[config.mk]
export PLATFORM = sky130hd
export DESIGN_NAME = dw_flag_alu
export DESIGN_NICKNAME = d
export VERILOG_FILES = /design/src/rtl/dwf_pkg.sv /design/src/rtl/dwf_operand.sv /design/src/rtl/dwf_adder.sv /design/src/rtl/dwf_flag_sel.sv /design/src/rtl/dw_flag_alu.sv
export SDC_FILE = /design/constraint.sdc
export NUM_CORES = 1
export LEC_CHECK = 0
export BUFFER_PORTS_ARGS = -buffer_cell sky130_fd_sc_hd__buf_2
export CORE_UTILIZATION = 54
export DETAILED_ROUTE_END_ITERATION = 12
export GPL_TIMING_DRIVEN = 0
export PLACE_DENSITY = 0.94
export SYNTH_ARGS = -nofsm -noshare
export SYNTH_HDL_FRONTEND = slang
export SYNTH_HIERARCHICAL = 1
export SYNTH_SLANG_ARGS = --single-unit
[constraint.sdc]
create_clock -name clk -period 7.82 [get_ports clk]
set_input_delay 1.173 -clock clk [delete_from_list [all_inputs] [get_ports clk]]
set_output_delay 1.173 -clock clk [all_outputs]
set_load 0.01 [all_outputs]
[src/rtl/dwf_pkg.sv]
package dwf_pkg;
  typedef enum logic [2:0] {
    OP_ADD   = 3'd0,
    OP_SUBF  = 3'd1,
    OP_ADDE  = 3'd2,
    OP_SUBFE = 3'd3,
    OP_NEG   = 3'd4,
    OP_XOV   = 3'd5,
    OP_WSTAT = 3'd6,
    OP_NONE  = 3'd7
  } dwf_op_e;

  localparam int unsigned STAT_W    = 5;
  localparam int unsigned BIT_SO    = 4;
  localparam int unsigned BIT_OV    = 3;
  localparam int unsigned BIT_OV32  = 2;
  localparam int unsigned BIT_CA    = 1;
  localparam int unsigned BIT_CA32  = 0;

  function automatic logic is_sum_op(input logic [2:0] o);
    return o <= 3'd4;
  endfunction

  function automatic logic is_carry_op(input logic [2:0] o);
    return o <= 3'd3;
  endfunction
endpackage

[src/rtl/dwf_operand.sv]
module dwf_operand
  import dwf_pkg::*;
#(
  parameter int unsigned W = 64
) (
  input  logic [2:0]   op,
  input  logic [W-1:0] opa,
  input  logic [W-1:0] opb,
  input  logic         ca_in,
  output logic [W-1:0] x,
  output logic [W-1:0] y,
  output logic         cin
);
  always_comb begin
    x   = opa;
    y   = opb;
    cin = 1'b0;
    unique case (dwf_op_e'(op))
      OP_ADD:   cin = 1'b0;
      OP_SUBF:  begin x = ~opa; cin = 1'b1; end
      OP_ADDE:  cin = ca_in;
      OP_SUBFE: begin x = ~opa; cin = ca_in; end
      OP_NEG:   begin x = ~opa; y = '0; cin = 1'b1; end
      default:  cin = 1'b0;
    endcase
  end
endmodule

[src/rtl/dwf_adder.sv]
module dwf_adder #(
  parameter int unsigned W   = 64,
  parameter int unsigned LOW = 32
) (
  input  logic [W-1:0] x,
  input  logic [W-1:0] y,
  input  logic         cin,
  output logic [W-1:0] sum,
  output logic         c_lo,
  output logic         c_full,
  output logic         v_lo,
  output logic         v_full
);
  localparam int unsigned HIGH = W - LOW;

  logic [LOW:0]  lo_sum;
  logic [HIGH:0] hi_sum;

  always_comb begin
    lo_sum = {1'b0, x[LOW-1:0]} + {1'b0, y[LOW-1:0]} + {{LOW{1'b0}}, cin};
    hi_sum = {1'b0, x[W-1:LOW]} + {1'b0, y[W-1:LOW]} + {{HIGH{1'b0}}, lo_sum[LOW]};
    sum    = {hi_sum[HIGH-1:0], lo_sum[LOW-1:0]};
    c_lo   = lo_sum[LOW];
    c_full = hi_sum[HIGH];
    // signed overflow: equal addend signs, different result sign
    v_lo   = (x[LOW-1] == y[LOW-1]) && (sum[LOW-1] != x[LOW-1]);
    v_full = (x[W-1] == y[W-1]) && (sum[W-1] != x[W-1]);
  end
endmodule

[src/rtl/dwf_flag_sel.sv]
module dwf_flag_sel (
  input  logic mode64,
  input  logic is_neg,
  input  logic c_lo,
  input  logic c_full,
  input  logic v_lo,
  input  logic v_full,
  output logic ca_n,
  output logic ov_n,
  output logic ov32_n
);
  always_comb begin
    ca_n   = mode64 ? c_full : c_lo;
    ov_n   = mode64 ? v_full : v_lo;
    // negate reports the active-width overflow on both flags
    ov32_n = is_neg ? ov_n : v_lo;
  end
endmodule

[src/rtl/dw_flag_alu.sv]
module dw_flag_alu
  import dwf_pkg::*;
#(
  parameter int unsigned W   = 64,
  parameter int unsigned LOW = 32
) (
  input  logic         clk,
  input  logic         rst,
  input  logic         in_valid,
  input  logic [2:0]   op,
  input  logic         mode64,
  input  logic         ov_en,
  input  logic [W-1:0] opa,
  input  logic [W-1:0] opb,
  input  logic         ext_dword,
  input  logic         ext_ov64,
  input  logic         ext_ov32,
  input  logic [4:0]   stat_wdata,
  output logic [W-1:0] result,
  output logic         res_valid,
  output logic         so,
  output logic         ov,
  output logic         ov32,
  output logic         ca,
  output logic         ca32
);
  logic [W-1:0] x, y, sum;
  logic         cin, c_lo, c_full, v_lo, v_full;
  logic         ca_n, ov_n, ov32_n, ext_ov;

  dwf_operand #(.W(W)) u_opnd (
    .op(op), .opa(opa), .opb(opb), .ca_in(ca),
    .x(x), .y(y), .cin(cin)
  );

  dwf_adder #(.W(W), .LOW(LOW)) u_add (
    .x(x), .y(y), .cin(cin), .sum(sum),
    .c_lo(c_lo), .c_full(c_full), .v_lo(v_lo), .v_full(v_full)
  );

  dwf_flag_sel u_sel (
    .mode64(mode64), .is_neg(op == OP_NEG),
    .c_lo(c_lo), .c_full(c_full), .v_lo(v_lo), .v_full(v_full),
    .ca_n(ca_n), .ov_n(ov_n), .ov32_n(ov32_n)
  );

  assign ext_ov = ext_dword ? ext_ov64 : ext_ov32;

  always_ff @(posedge clk) begin
    if (rst) begin
      result    <= '0;
      res_valid <= 1'b0;
      so        <= 1'b0;
      ov        <= 1'b0;
      ov32      <= 1'b0;
      ca        <= 1'b0;
      ca32      <= 1'b0;
    end else begin
      res_valid <= 1'b0;
      if (in_valid) begin
        if (is_sum_op(op)) begin
          result    <= sum;
          res_valid <= 1'b1;
          if (ov_en) begin
            ov   <= ov_n;
            ov32 <= ov32_n;
            if (ov_n) so <= 1'b1;
          end
        end
        if (is_carry_op(op)) begin
          ca   <= ca_n;
          ca32 <= c_lo;
        end
        if (op == OP_XOV && ov_en) begin
          ov   <= ext_ov;
          ov32 <= ext_ov;
          if (ext_ov) so <= 1'b1;
        end
        if (op == OP_WSTAT) begin
          so   <= stat_wdata[BIT_SO];
          ov   <= stat_wdata[BIT_OV];
          ov32 <= stat_wdata[BIT_OV32];
          ca   <= stat_wdata[BIT_CA];
          ca32 <= stat_wdata[BIT_CA32];
        end
      end
    end
  end
endmodule

==> metrics.csv <==
stage,metric,value,unit
cts,cts_tree,built,
cts,htreeDepth,3,
sta,rsz0062_at_grt,false,
grt,grt_pass1_vias,7119,
sta,layout_min_cycle_time,7.303,ns
logic_synthesis,synth_cell_type_count,65,
sta,worstMarginPinSlew,0.5619,ns
critical_path,crit_start,op[2],
critical_path,critPathArrivalTime,7.50,ns
power,power_frac_clock,25.9,%
place,dp.cells,1351,
route,firstDrtPassIters,5,
job,maxCapViolations,0,
grt,grt_first_pass_wirelength,32730,um
cts,cts_sinks,70,
cells_and_area,layout.nets,1400,
logic_synthesis,synth_top_area_cell,dfxtp_1,
floorplan,core_area,0.01277,mm2
cts,post_cts_buffers,0,
place,place_congestion,0.9185,
sta,finalSetupTns,0,ns
hold_path,hp-class,flip-flop to flip-flop,
grt,grt_start_max_net_pins,14,
route,antenna_left,0,
floorplan,dieHeight,117.2,um
critical_path,r2r-end,so,
sta,post-route-period-util,93.38,%
power,cell_internal_pwr,1057,uW
cts,clockBufferDepth,2,
cells_and_area,layout-drive-gt1-share,23.01,%
critical_path,crit_path_end,so,
logic_synthesis,ys_seq_area_share,19.56,%
power,leakagePower,0.004106,uW
power,switching_share,39.50,%
critical_path,required,8.02,ns
sta,max_freq,0.1369,GHz
critical_path,r2r_cells,26,
cts,post_cts_resized,0,
logic_synthesis,syn_nets,1177,
logic_synthesis,yosys_warnings,6,
power,power.density,199.4,mW/mm2
sta,hold_violations,0,
sta,setup_viol,0,
logic_synthesis,synth_edf_count,0,
place,port_buffers,212,
cts,cts.reportedPaths.clkPinSlew,0.06,ns
route,avgRoutedWirePerCell,15.39,um
logic_synthesis,yosysMostFrequentCell,nand2_1,
place,place_hpwl,17000,um
status,status,finished clean,
hold_path,hp-start,result[59],
logic_synthesis,ys_seq_elements,70,
critical_path,crit_path_start_kind,input pin,
cells_and_area,synthToLayoutAreaGrowth,22.39,%
floorplan,io-pin-count,214,
cells_and_area,stdcell_count,1369,
route,vias,7688,
cts,numCtsBuffers,9,
critical_path,crit_path_max_fanout,12,
sta,finClkSkew,0.01214,ns
critical_path,criticalPathCategory,input pin to flip-flop,
power,combPwrFrac,49.6,%
route,detailedRoute.firstIterationViolations,587,
cts,clk_latency,0.34,ns
cts,clockRootBuffer,clkbuf_16,
logic_synthesis,ys.flop_type,dfxtp_1,
logic_synthesis,avgSynthCellArea,7.408,um2
power,switchingPower,690.4,uW
route,vias_per_cell,5.616,
floorplan,start_util,56.08,%
sta,maxSlewHeadroom,62.37,%
power,share_seq_of_total_power,24.4,%
logic_synthesis,synthCells,967,
sta,slew_violations,0,
critical_path,cp-end-kind,flip-flop,
route,drc,0,
cts,hold_buffers,0,
logic_synthesis,syn_area,0.007163,mm2
power,ir_worst_vdd,0.09694,mV
logic_synthesis,synth_common_cells,"179 x nand2_1, 135 x a21oi_1, 99 x xnor2_1",
grt,overflow,0,
logic_synthesis,yosysTopAreaCellShare,19.56,%
critical_path,reg2reg_from,ca,
critical_path,timing.reg2reg.setup_slack,1.71,ns
grt,antenna_found_initial,1,
logic_synthesis,yosys-top-cells-area,"dfxtp_1 20%, xnor2_1 12%, ha_1 11%, a21oi_1 9.4%, nand2_1 9.4%",
floorplan,die_area,0.01373,mm2
logic_synthesis,async_flop_share,0,%
floorplan,rows,41,
grt,grt_usage,30.43,%
route,wl,21070,um
floorplan,die_w,117.2,um
-- registers in the layout, summed over array words and instances (netlist names) --
signal	count
ov32	1
result	64
so	1
ov	1
ca32	1
res_valid	1
ca	1
-- per-stage QoR --
stage	area, um2	setup slack (ns)	utilization (%)	total power (uW)	hold slack [ns]
after floorplan	7163	1.576	-	1052	0.4805
after global placement	8439	0.4257	66.07	1262	0.4383
after detailed placement	8439	0.2927	66.07	1281	0.4444
after CTS	8762	0.6227	68.60	1737	0.4523
after global routing	8762	0.1404	68.60	1853	0.4680
final	8767	0.5174	68.64	1748	0.4490
-- critical path, stage by stage --
cell,delay (ns)
buf_2,0.18
nor3b_2,0.24
buf_2,0.36
nor2b_1,0.09
inv_1,0.09
fa_1,0.18
inv_1,0.05
fa_1,0.39
a21o_1,0.19
a221oi_1,0.41
o21ai_1,0.23
a31oi_1,0.39
nand2_1,0.17
a31oi_1,0.32
o21a_1,0.19
fa_1,0.29
nand2b_1,0.16
a21oi_1,0.09
o211ai_1,0.34
a21boi_0,0.20
o21ba_2,0.29
a31oi_1,0.29
mux2_2,0.39
mux2_2,0.29
nand2_1,0.09
a21oi_1,0.06
nor4_1,0.25
nor3_1,0.08
-- power by group through the flow --
stage / clock (uW) / sequential, uW / combinational (uW)
2_1_floorplan: 0 / 451 / 601
3_3_place_gp: 0 / 433 / 830
3_5_place_dp: 0 / 434 / 847
4_1_cts: 456 / 427 / 854
5_1_grt: 467 / 431 / 955
6_report: 454 / 427 / 867
-- cell families after synthesis --
| group | count (synthesis) | synth area share [%] |
|---|---|---|
| adders and majority gates | 66 | 11.95 |
| DFF | 70 | 19.56 |
| and+or+nand+nor | 356 | 23.42 |
| AOI/OAI and AO/OA | 274 | 23.18 |
| xor gates and xnor gates | 124 | 15.58 |
| buffers and inverters | 70 | 5.205 |
| muxes | 7 | 1.100 |
-- layout by cell type (no fill, tap or decap), types with 9 or more instances in the layout --
master	Yosys	final
a21o_1	23	23
a21oi_1	135	135
a31oi_1	15	15
and3_1	15	15
buf_2	20	232
clkbuf_1	21	22
clkbuf_16	0	9
dfxtp_1	70	70
ha_1	62	62
inv_1	20	20
nand2_1	179	179
nand3_1	15	15
nand4_1	11	11
nor2_1	40	40
nor2b_1	68	68
o21a_1	9	9
o21ai_0	33	33
o21bai_1	13	13
xnor2_1	99	99
xor2_1	21	21
-- how the worst min path moves through the flow --
stage / cells after the start / slack [ns] / endpoint
5_1_grt: 2 / 0.47 / result[59]
3_3_place_gp: 2 / 0.44 / result[14]
3_5_place_dp: 2 / 0.44 / result[52]
2_1_floorplan: 2 / 0.48 / result[0]
4_1_cts: 2 / 0.45 / result[59]
6_report: 2 / 0.45 / result[59]
-- area by class of cell --
type / instances / area [um2]
Fill cell: 1066 / 4006
Antenna cell: 2 / 5.005
Tap cell: 172 / 215.2
Inverter: 20 / 75.07
Clock inverter: 6 / 93.84
Buffer: 50 / 297.8
Sequential cell: 70 / 1401
Multi-Input combinational cell: 827 / 5389
Timing Repair Buffer: 212 / 1061
Clock buffer: 10 / 229.0
-- per-layer routing --
metal | track usage (%) | part of all wire (%) | vias to the layer above
li1 | - | - | 3798
met1 | 36.88 | 42 | 3493
met2 | 51.80 | 47 | 335
met3 | 5.870 | 7.1 | 62
met4 | 14.43 | 3.8 | 0
met5 | 0 | 0 | -
Power figures use the tool's default switching activity.
